`src/rtl/i2c_tgt_pkg.sv`:
```
package i2c_tgt_pkg;

  typedef enum logic [2:0] {
    ST_IDLE,
    ST_ADDR,
    ST_ADDR_END,
    ST_ACK,
    ST_RX,
    ST_RX_END,
    ST_TX,
    ST_MACK
  } tgt_state_e;

  typedef enum logic [1:0] {
    SH_HOLD,
    SH_LOAD,
    SH_RX,
    SH_TX
  } sh_op_e;

endpackage

```
`src/rtl/i2c_line_sync.sv`:
```
module i2c_line_sync #(
  parameter int STAGES = 2
) (
  input  logic clk,
  input  logic rst_n,
  input  logic scl_i,
  input  logic sda_i,
  output logic scl_s,
  output logic sda_s,
  output logic scl_rise,
  output logic scl_fall,
  output logic start_det,
  output logic stop_det
);

  localparam int NLINES = 2;

  logic [NLINES-1:0] raw;
  logic [NLINES-1:0] synced;
  logic [NLINES-1:0] prev;

  assign raw = {scl_i, sda_i};

  for (genvar g = 0; g < NLINES; g++) begin : g_line
    logic [STAGES-1:0] pipe;
    always_ff @(posedge clk or negedge rst_n) begin
      if (!rst_n) pipe <= '1;
      else        pipe <= {pipe[STAGES-2:0], raw[g]};
    end
    assign synced[g] = pipe[STAGES-1];
  end

  always_ff @(posedge clk or negedge rst_n) begin
    if (!rst_n) prev <= '1;
    else        prev <= synced;
  end

  assign scl_s     = synced[1];
  assign sda_s     = synced[0];
  assign scl_rise  = synced[1] & ~prev[1];
  assign scl_fall  = ~synced[1] & prev[1];
  assign start_det = synced[1] & prev[1] & prev[0] & ~synced[0];
  assign stop_det  = synced[1] & prev[1] & ~prev[0] & synced[0];

endmodule

```
`src/rtl/i2c_byte_shifter.sv`:
```
module i2c_byte_shifter
  import i2c_tgt_pkg::*;
#(
  parameter int W = 8
) (
  input  logic          clk,
  input  logic          rst_n,
  input  sh_op_e        op,
  input  logic [W-1:0]  ld_data,
  input  logic          bit_in,
  output logic [W-1:0]  sh_q,
  output logic          last
);

  localparam int CW = $clog2(W);

  logic [CW-1:0] cnt_q;

  always_ff @(posedge clk or negedge rst_n) begin
    if (!rst_n) begin
      sh_q  <= '1;
      cnt_q <= '0;
    end else begin
      unique case (op)
        SH_LOAD: begin
          sh_q  <= ld_data;
          cnt_q <= '0;
        end
        SH_RX: begin
          sh_q  <= {sh_q[W-2:0], bit_in};
          cnt_q <= cnt_q + CW'(1);
        end
        SH_TX: begin
          sh_q  <= {sh_q[W-2:0], 1'b1};
          cnt_q <= cnt_q + CW'(1);
        end
        default: ;
      endcase
    end
  end

  assign last = (cnt_q == CW'(W - 1));

endmodule

```
`src/rtl/i2c_subaddr_target.sv`:
```
module i2c_subaddr_target
  import i2c_tgt_pkg::*;
#(
  parameter logic [6:0] DEV_ADDR    = 7'h5C,
  parameter int         AW          = 8,
  parameter int         SYNC_STAGES = 2
) (
  input  logic          clk,
  input  logic          rst_n,
  input  logic          scl_i,
  input  logic          sda_i,
  output logic          sda_oe,
  input  logic          irq_en,
  output logic          wr_valid,
  output logic [AW-1:0] wr_addr,
  output logic [7:0]    wr_data,
  output logic [AW-1:0] rd_addr,
  input  logic [7:0]    rd_data,
  output logic          wr_irq
);

  localparam int DW = 8;

  tgt_state_e    state;
  sh_op_e        op;
  logic          scl_s, sda_s, scl_rise, scl_fall, start_det, stop_det;
  logic [DW-1:0] sh_q;
  logic [DW-1:0] full_byte;
  logic          last;
  logic          match_q, rw_q, rd_mode, ptr_phase, mack_q;
  logic [AW-1:0] ptr;

  i2c_line_sync #(.STAGES(SYNC_STAGES)) u_sync (
    .clk       (clk),
    .rst_n     (rst_n),
    .scl_i     (scl_i),
    .sda_i     (sda_i),
    .scl_s     (scl_s),
    .sda_s     (sda_s),
    .scl_rise  (scl_rise),
    .scl_fall  (scl_fall),
    .start_det (start_det),
    .stop_det  (stop_det)
  );

  i2c_byte_shifter #(.W(DW)) u_shift (
    .clk     (clk),
    .rst_n   (rst_n),
    .op      (op),
    .ld_data (rd_data),
    .bit_in  (sda_s),
    .sh_q    (sh_q),
    .last    (last)
  );

  assign full_byte = {sh_q[DW-2:0], sda_s};

  always_comb begin
    op = SH_HOLD;
    if (start_det) begin
      op = SH_LOAD;
    end else if (!stop_det) begin
      unique case (state)
        ST_ADDR, ST_RX: if (scl_rise)            op = SH_RX;
        ST_ACK:         if (scl_fall)            op = SH_LOAD;
        ST_TX:          if (scl_fall && !last)   op = SH_TX;
        ST_MACK:        if (scl_fall && mack_q)  op = SH_LOAD;
        default: ;
      endcase
    end
  end

  always_ff @(posedge clk or negedge rst_n) begin
    if (!rst_n) begin
      state     <= ST_IDLE;
      match_q   <= 1'b0;
      rw_q      <= 1'b0;
      rd_mode   <= 1'b0;
      ptr_phase <= 1'b0;
      mack_q    <= 1'b0;
      ptr       <= '0;
      wr_valid  <= 1'b0;
      wr_irq    <= 1'b0;
      wr_addr   <= '0;
      wr_data   <= '0;
    end else begin
      wr_valid <= 1'b0;
      wr_irq   <= 1'b0;
      if (start_det) begin
        state <= ST_ADDR;
      end else if (stop_det) begin
        state <= ST_IDLE;
      end else begin
        unique case (state)
          ST_ADDR: if (scl_rise && last) begin
            match_q <= (full_byte[DW-1:1] == DEV_ADDR);
            rw_q    <= full_byte[0];
            state   <= ST_ADDR_END;
          end
          ST_ADDR_END: if (scl_fall) begin
            if (match_q) begin
              state     <= ST_ACK;
              rd_mode   <= rw_q;
              ptr_phase <= ~rw_q;
            end else begin
              state <= ST_IDLE;
            end
          end
          ST_ACK: if (scl_fall) begin
            if (rd_mode) begin
              state <= ST_TX;
              ptr   <= ptr + AW'(1);
            end else begin
              state <= ST_RX;
            end
          end
          ST_RX: if (scl_rise && last) begin
            state <= ST_RX_END;
            if (ptr_phase) begin
              ptr       <= full_byte[AW-1:0];
              ptr_phase <= 1'b0;
            end else begin
              wr_valid <= 1'b1;
              wr_irq   <= irq_en;
              wr_addr  <= ptr;
              wr_data  <= full_byte;
              ptr      <= ptr + AW'(1);
            end
          end
          ST_RX_END: if (scl_fall) state <= ST_ACK;
          ST_TX: if (scl_fall && last) state <= ST_MACK;
          ST_MACK: begin
            if (scl_rise) mack_q <= ~sda_s;
            if (scl_fall) begin
              if (mack_q) begin
                state <= ST_TX;
                ptr   <= ptr + AW'(1);
              end else begin
                state <= ST_IDLE;
              end
            end
          end
          default: state <= ST_IDLE;
        endcase
      end
    end
  end

  assign rd_addr = ptr;
  assign sda_oe  = (state == ST_ACK) || (state == ST_TX && !sh_q[DW-1]);

  AST_START_TO_ADDR: assert property (@(posedge clk) disable iff (!rst_n)
    start_det |=> (state == ST_ADDR));
  AST_STOP_RELEASE: assert property (@(posedge clk) disable iff (!rst_n)
    stop_det |=> !sda_oe);
  AST_PULL_WHILE_SCL_LOW: assert property (@(posedge clk) disable iff (!rst_n)
    $rose(sda_oe) |-> !scl_s);
  AST_WRITE_ONE_CYCLE: assert property (@(posedge clk) disable iff (!rst_n)
    wr_valid |=> !wr_valid);
  AST_PTR_STEP_WRAP: assert property (@(posedge clk) disable iff (!rst_n)
    wr_valid |-> (rd_addr == wr_addr + AW'(1)));
  AST_IRQ_NEEDS_WRITE: assert property (@(posedge clk) disable iff (!rst_n)
    wr_irq |-> wr_valid);

endmodule

```
`config.mk`:
```
export PLATFORM = sky130hd
export DESIGN_NAME = i2c_subaddr_target
export DESIGN_NICKNAME = d
export VERILOG_FILES = /design/src/rtl/i2c_tgt_pkg.sv /design/src/rtl/i2c_line_sync.sv /design/src/rtl/i2c_byte_shifter.sv /design/src/rtl/i2c_subaddr_target.sv
export SDC_FILE = /design/constraint.sdc
export NUM_CORES = 1
export LEC_CHECK = 0
export BUFFER_PORTS_ARGS = -buffer_cell sky130_fd_sc_hd__buf_2
export CAP_MARGIN = 20
export CORE_ASPECT_RATIO = 0.75
export CORE_MARGIN = 4
export CORE_UTILIZATION = 55
export DETAILED_ROUTE_END_ITERATION = 8
export GPL_TIMING_DRIVEN = 0
export PLACE_DENSITY_LB_ADDON = 0.2
export SLEW_MARGIN = 20
export SYNTH_ARGS = -nofsm -noshare
export SYNTH_HDL_FRONTEND = slang
export SYNTH_SLANG_ARGS = --single-unit
```
`constraint.sdc`:
```
create_clock -name clk -period 3.2 [get_ports clk]
set_input_delay 0.48 -clock clk [delete_from_list [all_inputs] [get_ports clk]]
set_output_delay 0.48 -clock clk [all_outputs]
set_load 0.01 [all_outputs]
```
==> results of run 1 <==
layout by cell type (no fill, tap or decap), drive strengths merged, types with 7 or more instances in the layout:
cell,netlist,layout
dfstp,14,14
a31oi,10,10
nor4,7,7
buf,15,54
clkbuf,4,9
o21ai,17,17
a21oi,12,12
nor2,10,10
nand2,11,11
mux2,20,20
dfrtp,37,37
nand3,15,15
state kept, by name, summed over array words and instances, names as in the netlist:
name and cells:
rd_addr 8, u_shift.sh_q 8, wr_addr 8, wr_data 8
u_sync.g_line.pipe 4, state 3, u_shift.cnt_q 3, u_sync.prev 2
mack_q 1, match_q 1, ptr_phase 1, rd_mode 1
rw_q 1, wr_irq 1, wr_valid 1
metrics by stage:
step	hold slack, ns	instance area [um2]
after floorplan	0.184	2660
after global placement	0.346	2920
after detailed placement	0.348	2930
after CTS	0.219	3040
after global routing	0.241	3040
final	0.202	3040
cell type report:
class / count / area, um2
repair buffers: 39 / 198
flip-flops and latches: 51 / 1290
plain buffers: 19 / 106
fillers: 390 / 1530
inverters: 2 / 7.51
well taps: 57 / 71.3
clock buffers: 5 / 68.8
clock inverters: 3 / 46.3
multi-input cells: 175 / 1250
critical path, cell delays in order (launching register included):
cell and delay, ns:
dfrtp_1 0.39, ha_1 0.17, ha_1 0.26, nand3b_1 0.23, a22o_1 0.28, buf_6 0.14
nor3_4 0.37, mux2_4 0.33
metal layers:
metal,track usage [%],vias to the layer above,routed length (um)
li1,-,1024,-
met1,32.8,1065,2850
met2,32.6,83,2670
met3,3.97,7,395
met4,3.77,0,43
met5,0,-,0
power by group:
part	switching (W)	internal, W	total, W
logic	0.0000792	0.0000687	0.000148
clock network	0.000219	0.000236	0.000455
registers	0.0000751	0.000735	0.000810
total	0.000374	0.00104	0.00141
worst max-delay path by stage:
stage	from	end	slack, ns	cells past startpoint
floorplan	u_shift.cnt_q[0]$_DFFE_PN0P_	rd_addr[1]$_DFFE_PN0P_	1.25	7
global placement	u_shift.cnt_q[0]$_DFFE_PN0P_	rd_addr[1]$_DFFE_PN0P_	0.98	7
detailed placement	u_shift.cnt_q[0]$_DFFE_PN0P_	rd_addr[1]$_DFFE_PN0P_	0.94	7
CTS	u_shift.cnt_q[0]$_DFFE_PN0P_	rd_addr[1]$_DFFE_PN0P_	0.90	7
global route	u_shift.cnt_q[0]$_DFFE_PN0P_	rd_addr[1]$_DFFE_PN0P_	0.77	7
finish	u_shift.cnt_q[0]$_DFFE_PN0P_	rd_addr[1]$_DFFE_PN0P_	0.91	7
kinds of logic (layout without fill, tap and decap cells):
kind of cell,Yosys count,count (layout),synth area share [%]
AOI/OAI and AO/OA,65,65,16.5
xor gates and xnor gates,1,1,0.330
adders and majority gates,3,3,1.41
buffers and inverters,21,68,4.28
DFF,51,51,48.7
muxes,21,21,8.99
and+or+nand+nor,85,85,19.8
==> results.sh, run 1 <==
export IMPL_cts_buffers=5
export IMPL_fin_skew_ns=0.00793
export IMPL_worstPathArrival_ns=2.48
export IMPL_place_gp_congestion=0.953
export IMPL_port_buffers=39
export IMPL_cts_tree="yes"
export IMPL_initial_utilization_pct=58.1
export IMPL_max_cap_violations=0
export IMPL_clk_pin_slew_worst_paths_ns=0.10
export IMPL_finalCritPeriodShare_pct=71.5
export IMPL_final_core_util_pct=66.5
export IMPL_rows=21
export IMPL_hold_violations=0
export IMPL_yosysMostFrequentCell="dfrtp_1"
export IMPL_async_flop_share_pct=100
export IMPL_drc=0
export IMPL_post_cts_setup_buffer_count=0
export IMPL_fmax_mhz=437
export IMPL_finalNonFillerCells=351
export IMPL_nets=309
export IMPL_setup_viol=0
export IMPL_criticalPathCategory="reg -> reg"
export IMPL_clk_insertion_delay_late_ns=0.30
export IMPL_worstPathMaxFanout=9
export IMPL_synth_area_um2=2660
export IMPL_syn_num_nets=263
export IMPL_synth_edf_count=0
export IMPL_dp_hpwl_mm=4.14
export IMPL_num_vias=2179
export IMPL_cp_end_kind="register"
export IMPL_antenna_found_initial=0
export IMPL_grt_first_pass_wirelength_mm=10.1
export IMPL_root_buffer="clkbuf_8"
export IMPL_start_kind="register"
export IMPL_vias_per_cell=6.21
export IMPL_fin_crit_ns=2.29
export IMPL_max_slew_margin_rel_pct=48.4
export IMPL_wl_per_cell_um=17.0
export IMPL_r2r_end="rd_addr[1]$_DFFE_PN0P_"
export IMPL_reg2reg_from="u_shift.cnt_q[0]$_DFFE_PN0P_"
export IMPL_ys_warn_count=0
export IMPL_core_area_um2=4570
export IMPL_hold_class="in -> async"
export IMPL_synth_top_cells_by_count="dfrtp_1, o21ai_0, nand3_1"
export IMPL_postRouteWirelength_mm=5.96
export IMPL_track_usage_pct=21.6
export IMPL_ir_drop_mv=0.379
export IMPL_run_status="completed"
export IMPL_cts_resized=0
export IMPL_tns_ns=0
export IMPL_ff2ff_setup_slack_ns=0.91
export IMPL_clk_path_buf_depth=2
export IMPL_drtIter0Drc=210
export IMPL_synth_area_top_cells="dfrtp_1, dfstp_2, mux2_2"
export IMPL_synthDistinctLibCells=58
export IMPL_dieArea_um2=6020
export IMPL_clock_sinks=51
export IMPL_grt_max_degree=52
export IMPL_drive_above_1_share_pct=33.0
export IMPL_avgSynthCellArea_um2=10.8
export IMPL_die_h_um=68.2
export IMPL_rsz0062_at_grt="no"
export IMPL_ys_flop_type="dfrtp_1"
export IMPL_p_leak_nw=1.45
export IMPL_tightest_slew_ns=0.771
export IMPL_final_max_slew_violation_count=0
export IMPL_yosysSeqAreaShare_pct=48.7
export IMPL_first_pass_iters=5
export IMPL_ioPinCount=40
export IMPL_worst_r2r_path_depth=7
export IMPL_p_per_area_nw_per_um2=465
export IMPL_htreeDepth=2
export IMPL_cp_data_required_time_ns=3.39
export IMPL_syn_to_final_growth_pct=14.5
export IMPL_dp_cells=343
export IMPL_grt_overflow=0
export IMPL_die_x_um=88.3
export IMPL_ant_nets=0
export IMPL_diodes=0
export IMPL_cts_hold_buf=0
export IMPL_dp_slack_ns=0.944
export IMPL_setup_ws_ns=0.911
export IMPL_synth_top_cell_area_share_pct=34.8
export IMPL_synth_largest_area_cell="dfrtp_1"
export IMPL_synth_cells=247
export IMPL_ys_ff_latch=51
export IMPL_grt_pass1_vias=2059
export IMPL_total_power_w=0.00141
Power figures use the tool's default switching activity.
==> run 2, diff against run 1 <==
- CORE_UTILIZATION: 55 -> 51
- clock period: 3.2 -> 1.9 ns (I/O delays scaled with it)
==> run 2 against run 1 <==
Effect of this change:
- the flow now finishes with violations (negative hold slack, negative setup slack)
- die area rose by 7.0%
- worst hold slack worse by 0.22 ns
- register-to-register slack got worse by 0.93 ns
- power grew 71%
- clock power up 69%
- count of clock-buffer cells in the layout unchanged
- routed wire length grew 4.0%
- core utilization down 1.1 points
- clock skew decreased by 0.0026 ns
- sequential share of layout area decreased by 2.6 points
- sequential power rose by 69%
- final area increased by 6.6%
==> results.sh, run 2 (same netlist as run 1, synthesis figures left out) <==
export IMPL_critPathTopFamily="compound AO/OA/AOI/OAI gates"
export IMPL_first_pass_iters=5
export IMPL_hold_violations=15
export IMPL_reg2reg_from="u_shift.cnt_q[0]$_DFFE_PN0P_"
export IMPL_dp_hpwl_mm=4.10
export IMPL_finalCritPeriodShare_pct=101
export IMPL_start_kind="register"
export IMPL_drive_above_1_share_pct=40.7
export IMPL_ir_drop_mv=0.850
export IMPL_dieArea_um2=6440
export IMPL_p_int_w=0.00177
export IMPL_r2r_end="rd_addr[0]$_DFFE_PN0P_"
export IMPL_fin_skew_ns=0.00538
export IMPL_tightest_slew_ns=0.634
export IMPL_total_power_w=0.00241
export IMPL_cp_endpoint="rd_addr[0]$_DFFE_PN0P_"
export IMPL_initial_utilization_pct=53.6
export IMPL_grt_first_pass_wirelength_mm=10.3
export IMPL_clk_insertion_delay_late_ns=0.31
export IMPL_p_comb_share_pct=11.5
export IMPL_rows=22
export IMPL_fmax_mhz=521
export IMPL_fin_crit_ns=1.92
export IMPL_crit_path_max_incr_delay_ns=0.38
export IMPL_worst_r2r_path_depth=7
export IMPL_tns_ns=-0.0186
export IMPL_nets=322
export IMPL_cp_cell_sequence="ha_2 -> ha_4 -> nand3b_1 -> a22o_1 -> buf_6 -> o31a_1 -> a211o_1"
export IMPL_port_buffers=39
export IMPL_fin_area_um2=3240
export IMPL_p_leak_nw=1.53
export IMPL_final_core_util_pct=65.5
export IMPL_cts_tree="yes"
export IMPL_grt_pass1_vias=2019
export IMPL_mostFrequentLayoutCell="buf_2"
export IMPL_ff2ff_setup_slack_ns=-0.02
export IMPL_grt_overflow=0
export IMPL_critPathLaunch="u_shift.cnt_q[0]$_DFFE_PN0P_"
export IMPL_num_vias=2194
export IMPL_setup_ws_ns=-0.0186
export IMPL_clk_path_buf_depth=2
export IMPL_cp_end_kind="register"
export IMPL_cp_depth=7
export IMPL_final_cell_mix="buf_2, dfrtp_1, buf_4, o21ai_0, nand3_1"
export IMPL_p_per_area_nw_per_um2=744
export IMPL_diodes=0
export IMPL_final_max_slew_violation_count=0
export IMPL_wl_per_cell_um=16.9
export IMPL_vias_per_cell=5.98
export IMPL_dp_cells=346
export IMPL_run_status="complete, but fails checks"
export IMPL_finalNonFillerCells=367
export IMPL_root_buffer="clkbuf_8"
export IMPL_cp_slowest_cell="dfrtp_1"
export IMPL_clk_pin_slew_worst_paths_ns=0.09
export IMPL_cts_hold_buf=0
export IMPL_rsz0062_at_grt="yes"
export IMPL_ioPinCount=40
export IMPL_max_cap_violations=0
export IMPL_placed_area_um2=2930
export IMPL_setup_viol=1
export IMPL_antenna_found_initial=0
export IMPL_switching_share_pct=26.8
export IMPL_syn_to_final_growth_pct=22.0
export IMPL_criticalPathCategory="reg -> reg"
export IMPL_die_h_um=70.5
export IMPL_ant_nets=0
export IMPL_htreeDepth=2
export IMPL_drc=0
export IMPL_grt_max_degree=52
export IMPL_cts_buffers=5
export IMPL_cp_data_required_time_ns=2.10
export IMPL_die_x_um=91.4
export IMPL_hold_class="in -> async"
export IMPL_worstPathArrival_ns=2.12
export IMPL_seqPwrFrac_pct=56.6
export IMPL_drtIter0Drc=171
export IMPL_place_gp_congestion=0.936
export IMPL_postRouteWirelength_mm=6.20
export IMPL_violations="negative hold slack, negative setup slack"
export IMPL_crit_buf_inv=1
export IMPL_track_usage_pct=19.9
export IMPL_p_sw_w=0.000647
export IMPL_core_area_um2=4950
export IMPL_clock_sinks=51
export IMPL_pwr_share_clk_pct=31.9
export IMPL_worstPathMaxFanout=9
export IMPL_hold_slack_ns=-0.0188
export IMPL_max_slew_margin_rel_pct=57.8
[run 2: how the worst min path moves through the flow]
stage,start,end,depth (start not counted)
after global routing,rst_n,ptr_phase$_DFFE_PN0P_,1
after floorplan,rst_n,mack_q$_DFFE_PN0P_,0
final,rst_n,mack_q$_DFFE_PN0P_,1
after detailed placement,rst_n,rd_addr[1]$_DFFE_PN0P_,1
after global placement,u_sync.g_line[1].pipe[0]$_DFF_PN1_,u_sync.g_line[1].pipe[1]$_DFF_PN1_,0
after CTS,rst_n,wr_data[2]$_DFFE_PN0P_,1
[run 2: timing repair]
item	CTS	global route
gates resized for setup	8	25
setup buffers	8	5
cloned	0	0
pin swaps	5	7
endpoints found under the setup margin	35	35
[run 2: worst register-to-register path, cell delays in order, from the launching register on]
cell and delay (ns):
dfrtp_1 0.38, ha_2 0.20, ha_4 0.15, nand3b_1 0.15
a22o_1 0.25, buf_6 0.15, o31a_1 0.27, a211o_1 0.26
[run 2: metrics by stage]
step	hold slack (ns)	setup WS [ns]
floorplan	-0.0106	-0.0547
global placement	0.346	-0.327
detailed placement	0.347	-0.370
CTS	0.0129	-0.0296
global route	0.0299	-0.0810
finish	-0.0188	-0.0186
[run 2: final cells by class]
cell class / count / area (um2)
Sequential cell: 51 / 1290
Clock inverter: 3 / 43.8
Inverter: 2 / 7.51
Clock buffer: 5 / 68.8
Buffer: 19 / 131
Multi-Input combinational cell: 175 / 1330
Timing Repair Buffer: 52 / 295
Tap cell: 60 / 75.1
Fill cell: 398 / 1710
[run 2: routing by layer]
| layer | vias up | track usage (%) | part of all wire (%) |
|---|---|---|---|
| met5 | - | 0 | 0 |
| met4 | 0 | 4.85 | 0.92 |
| met3 | 7 | 4.31 | 7.2 |
| met2 | 89 | 28.7 | 43 |
| met1 | 1045 | 30.4 | 49 |
| li1 | 1053 | - | - |
[run 2: power groups by stage]
stage | registers, W | logic [W] | clock network, W
floorplan | 0.00132 | 0.000180 | 0
global placement | 0.00137 | 0.000238 | 0
detailed placement | 0.00138 | 0.000248 | 0
CTS | 0.00136 | 0.000260 | 0.000781
global route | 0.00138 | 0.000320 | 0.000839
finish | 0.00137 | 0.000277 | 0.000770
==> run 3, diff against run 2 <==
- ABC_AREA: default -> 1
- CELL_PAD_IN_SITES_DETAIL_PLACEMENT: default -> 1
- CELL_PAD_IN_SITES_GLOBAL_PLACEMENT: default -> 1
- CORE_UTILIZATION: 51 -> 38
==> run 3 against run 2 <==
Effect of this change:
- the run ends with negative hold slack left
- highest routed layer unchanged
- critical path type is now reg -> out
- final cell count up 29%
- critical path depth is 1 lower
- synthesized area increased by 1.1%
- maximum frequency grew 11%
- flip-flop and latch count unchanged
- clock power down 1%
- count of clock-buffer cells in the layout rose by 1
- global-route usage decreased by 1.5 points
- core utilization is 20 points lower
- synthesized cell count grew 39%
- critical endpoint is now sda_oe
- non-clock buffer count decreased by 22
- register-to-register slack better by 0.23 ns
- largest power group unchanged
==> results.sh, run 3 <==
export IMPL_mostFrequentLayoutCell="nand2_1"
export IMPL_antenna_found_initial=0
export IMPL_finalCritPeriodShare_pct=91.1
export IMPL_wl_per_cell_um=15.2
export IMPL_synth_edf_count=0
export IMPL_synth_area_top_cells="dfrtp_1, nand2_1, dfstp_2"
export IMPL_cts_tree="yes"
export IMPL_run_status="complete, but fails checks"
export IMPL_worstPathMaxFanout=9
export IMPL_cts_buffers=5
export IMPL_fmax_mhz=578
export IMPL_vias_per_cell=4.95
export IMPL_synth_cells=344
export IMPL_syn_num_nets=360
export IMPL_rsz0062_at_grt="no"
export IMPL_yosysMostFrequentCell="nand2_1"
export IMPL_final_max_slew_violation_count=0
export IMPL_start_kind="register"
export IMPL_violations="negative hold slack"
export IMPL_nets=406
export IMPL_max_cap_violations=0
export IMPL_drc=0
export IMPL_first_pass_iters=4
export IMPL_top_usage_layer="met2"
export IMPL_dp_hpwl_mm=5.42
export IMPL_met2_usage_pct=28.7
export IMPL_synthDistinctLibCells=28
export IMPL_die_x_um=105
export IMPL_place_gp_congestion=0.816
export IMPL_max_slew_margin_rel_pct=56.0
export IMPL_port_buffers=39
export IMPL_yosysSeqAreaShare_pct=48.1
export IMPL_drtIter0Drc=91
export IMPL_die_h_um=80.8
export IMPL_ys_warn_count=0
export IMPL_drive_above_1_share_pct=25.3
export IMPL_ioPinCount=40
export IMPL_synth_compound_area_share_pct=7.59
export IMPL_ir_drop_mv=0.383
export IMPL_avgSynthCellArea_um2=7.81
export IMPL_tns_ns=0
export IMPL_root_buffer="clkbuf_8"
export IMPL_diodes=0
export IMPL_hold_violations=6
export IMPL_synthAdderAreaFrac_pct=1.40
export IMPL_grt_overflow=0
export IMPL_p_per_area_nw_per_um2=694
export IMPL_hold_slack_ns=-0.00451
export IMPL_core_area_um2=6830
export IMPL_met1_usage_pct=27.4
export IMPL_async_flop_share_pct=100
export IMPL_ant_nets=0
export IMPL_use_met3_pct=3.10
export IMPL_seqPwrFrac_pct=57.0
export IMPL_clk_insertion_delay_late_ns=0.31
export IMPL_synth_top_cells_by_count="nand2_1, nand3_1, dfrtp_1"
export IMPL_p_comb_share_pct=7.7
export IMPL_synth_largest_area_cell="dfrtp_1"
export IMPL_synth_area_um2=2690
export IMPL_synthSimpleGateAreaFrac_pct=34.4
export IMPL_clk_pin_slew_worst_paths_ns=0.09
export IMPL_postRouteWirelength_mm=7.21
export IMPL_initial_utilization_pct=39.3
export IMPL_fin_skew_ns=0.0157
export IMPL_clk_path_buf_depth=2
export IMPL_p_int_w=0.00162
export IMPL_clock_sinks=51
export IMPL_grt_first_pass_wirelength_mm=12.6
export IMPL_grt_max_degree=52
export IMPL_hold_class="in -> async"
export IMPL_htreeDepth=2
export IMPL_rows=26
export IMPL_setup_viol=0
export IMPL_fin_crit_ns=1.73
export IMPL_synth_top_family_by_area="simple AND/OR/NAND/NOR gates"
export IMPL_ys_ff_latch=51
export IMPL_p_sw_w=0.000538
export IMPL_cp_data_required_time_ns=1.62
export IMPL_cp_end_kind="primary output"
export IMPL_tightest_slew_ns=0.660
export IMPL_syn_to_final_growth_pct=15.7
export IMPL_grt_pass1_vias=2509
export IMPL_cts_hold_buf=0
export IMPL_pwr_share_clk_pct=35.3
export IMPL_worstPathArrival_ns=1.45
export IMPL_synth_top_cell_area_share_pct=34.5
export IMPL_synthMuxAreaShare_pct=0
export IMPL_synthXorXnorAreaFrac_pct=0.652
export IMPL_fillers=858
export IMPL_p_leak_nw=1.64
export IMPL_criticalPathCategory="reg -> out"
export IMPL_final_core_util_pct=45.5
export IMPL_switching_share_pct=24.9
export IMPL_dieArea_um2=8500
export IMPL_num_vias=2349
export IMPL_ys_flop_type="dfrtp_1"
export IMPL_final_cell_mix="nand2_1, nand3_1, buf_2, dfrtp_1, inv_1"
export IMPL_track_usage_pct=18.4
## run 3: power groups by stage
| stage | sequential (W) | combinational (W) | clock (W) |
|---|---|---|---|
| 6_report | 0.00123 | 0.000167 | 0.000762 |
| 3_5_place_dp | 0.00125 | 0.000170 | 0 |
| 3_3_place_gp | 0.00125 | 0.000165 | 0 |
| 4_1_cts | 0.00123 | 0.000171 | 0.000803 |
| 2_1_floorplan | 0.00123 | 0.000104 | 0 |
| 5_1_grt | 0.00124 | 0.000195 | 0.000848 |
## run 3: metal layers
| metal | up-vias | part of all wire (%) |
|---|---|---|
| met2 | 35 | 43 |
| met4 | 0 | 0.58 |
| li1 | 1184 | - |
| met1 | 1125 | 53 |
| met3 | 5 | 3.6 |
| met5 | - | 0 |
## run 3: final cells by class
cell class	count	area, um2	share of cell area (%)
plain buffers	10	75.1	2.41
clock buffers	6	72.6	2.33
clock inverters	2	37.5	1.21
inverters	36	135	4.34
multi-input cells	247	1190	38.4
flip-flops and latches	51	1290	41.6
well taps	84	105	3.38
repair buffers	39	198	6.36
## run 3: worst paths after layout
kind	start	endpoint	slack, ns	cells past startpoint
worst max-delay path	state[1]$_DFFE_PN0P_	sda_oe	0.17	6
worst min-delay path	rst_n	state[2]$_DFFE_PN0P_	-0.005	1
worst max register to register	u_shift.cnt_q[0]$_DFFE_PN0P_	u_shift.sh_q[2]$_DFFE_PN1P_	0.21	9
worst min register to register	u_sync.g_line[0].pipe[0]$_DFF_PN1_	u_sync.g_line[0].pipe[1]$_DFF_PN1_	0.35	0
max in group asynchronous	rst_n	u_shift.cnt_q[0]$_DFFE_PN0P_	1.44	1
min in group clk	scl_i	u_sync.g_line[1].pipe[0]$_DFF_PN1_	0.08	1
## run 3: cells by family after synthesis
logic type / Yosys count
DFF: 51
adders and majority gates: 3
and+or+nand+nor: 204
AOI/OAI and AO/OA: 38
xor gates and xnor gates: 2
buffers and inverters: 46
## run 3: worst max-delay path, stage by stage (launching register included)
cell,delay (ns)
dfrtp_1,0.34
buf_4,0.18
nand2_1,0.11
nor2_2,0.19
inv_1,0.10
o21ai_0,0.08
buf_2,0.15
## run 3: what timing repair did
action                                  CTS  global route
endpoints found under the hold margin     0             0
endpoints found under the setup margin    0             9
buffers inserted                          0             0
resized for setup                         0             3
## run 3: through the flow
| step | power (W) | area (um2) | std cells | setup WS [ns] |
|---|---|---|---|---|
| after floorplan | 0.00133 | 2690 | 344 | 0.401 |
| after global placement | 0.00141 | 2990 | 467 | 0.164 |
| after detailed placement | 0.00142 | 2990 | 467 | 0.113 |
| after CTS | 0.00221 | 3100 | 475 | 0.0984 |
| after global routing | 0.00228 | 3110 | 475 | 0.00545 |
| final | 0.00216 | 3110 | 475 | 0.170 |
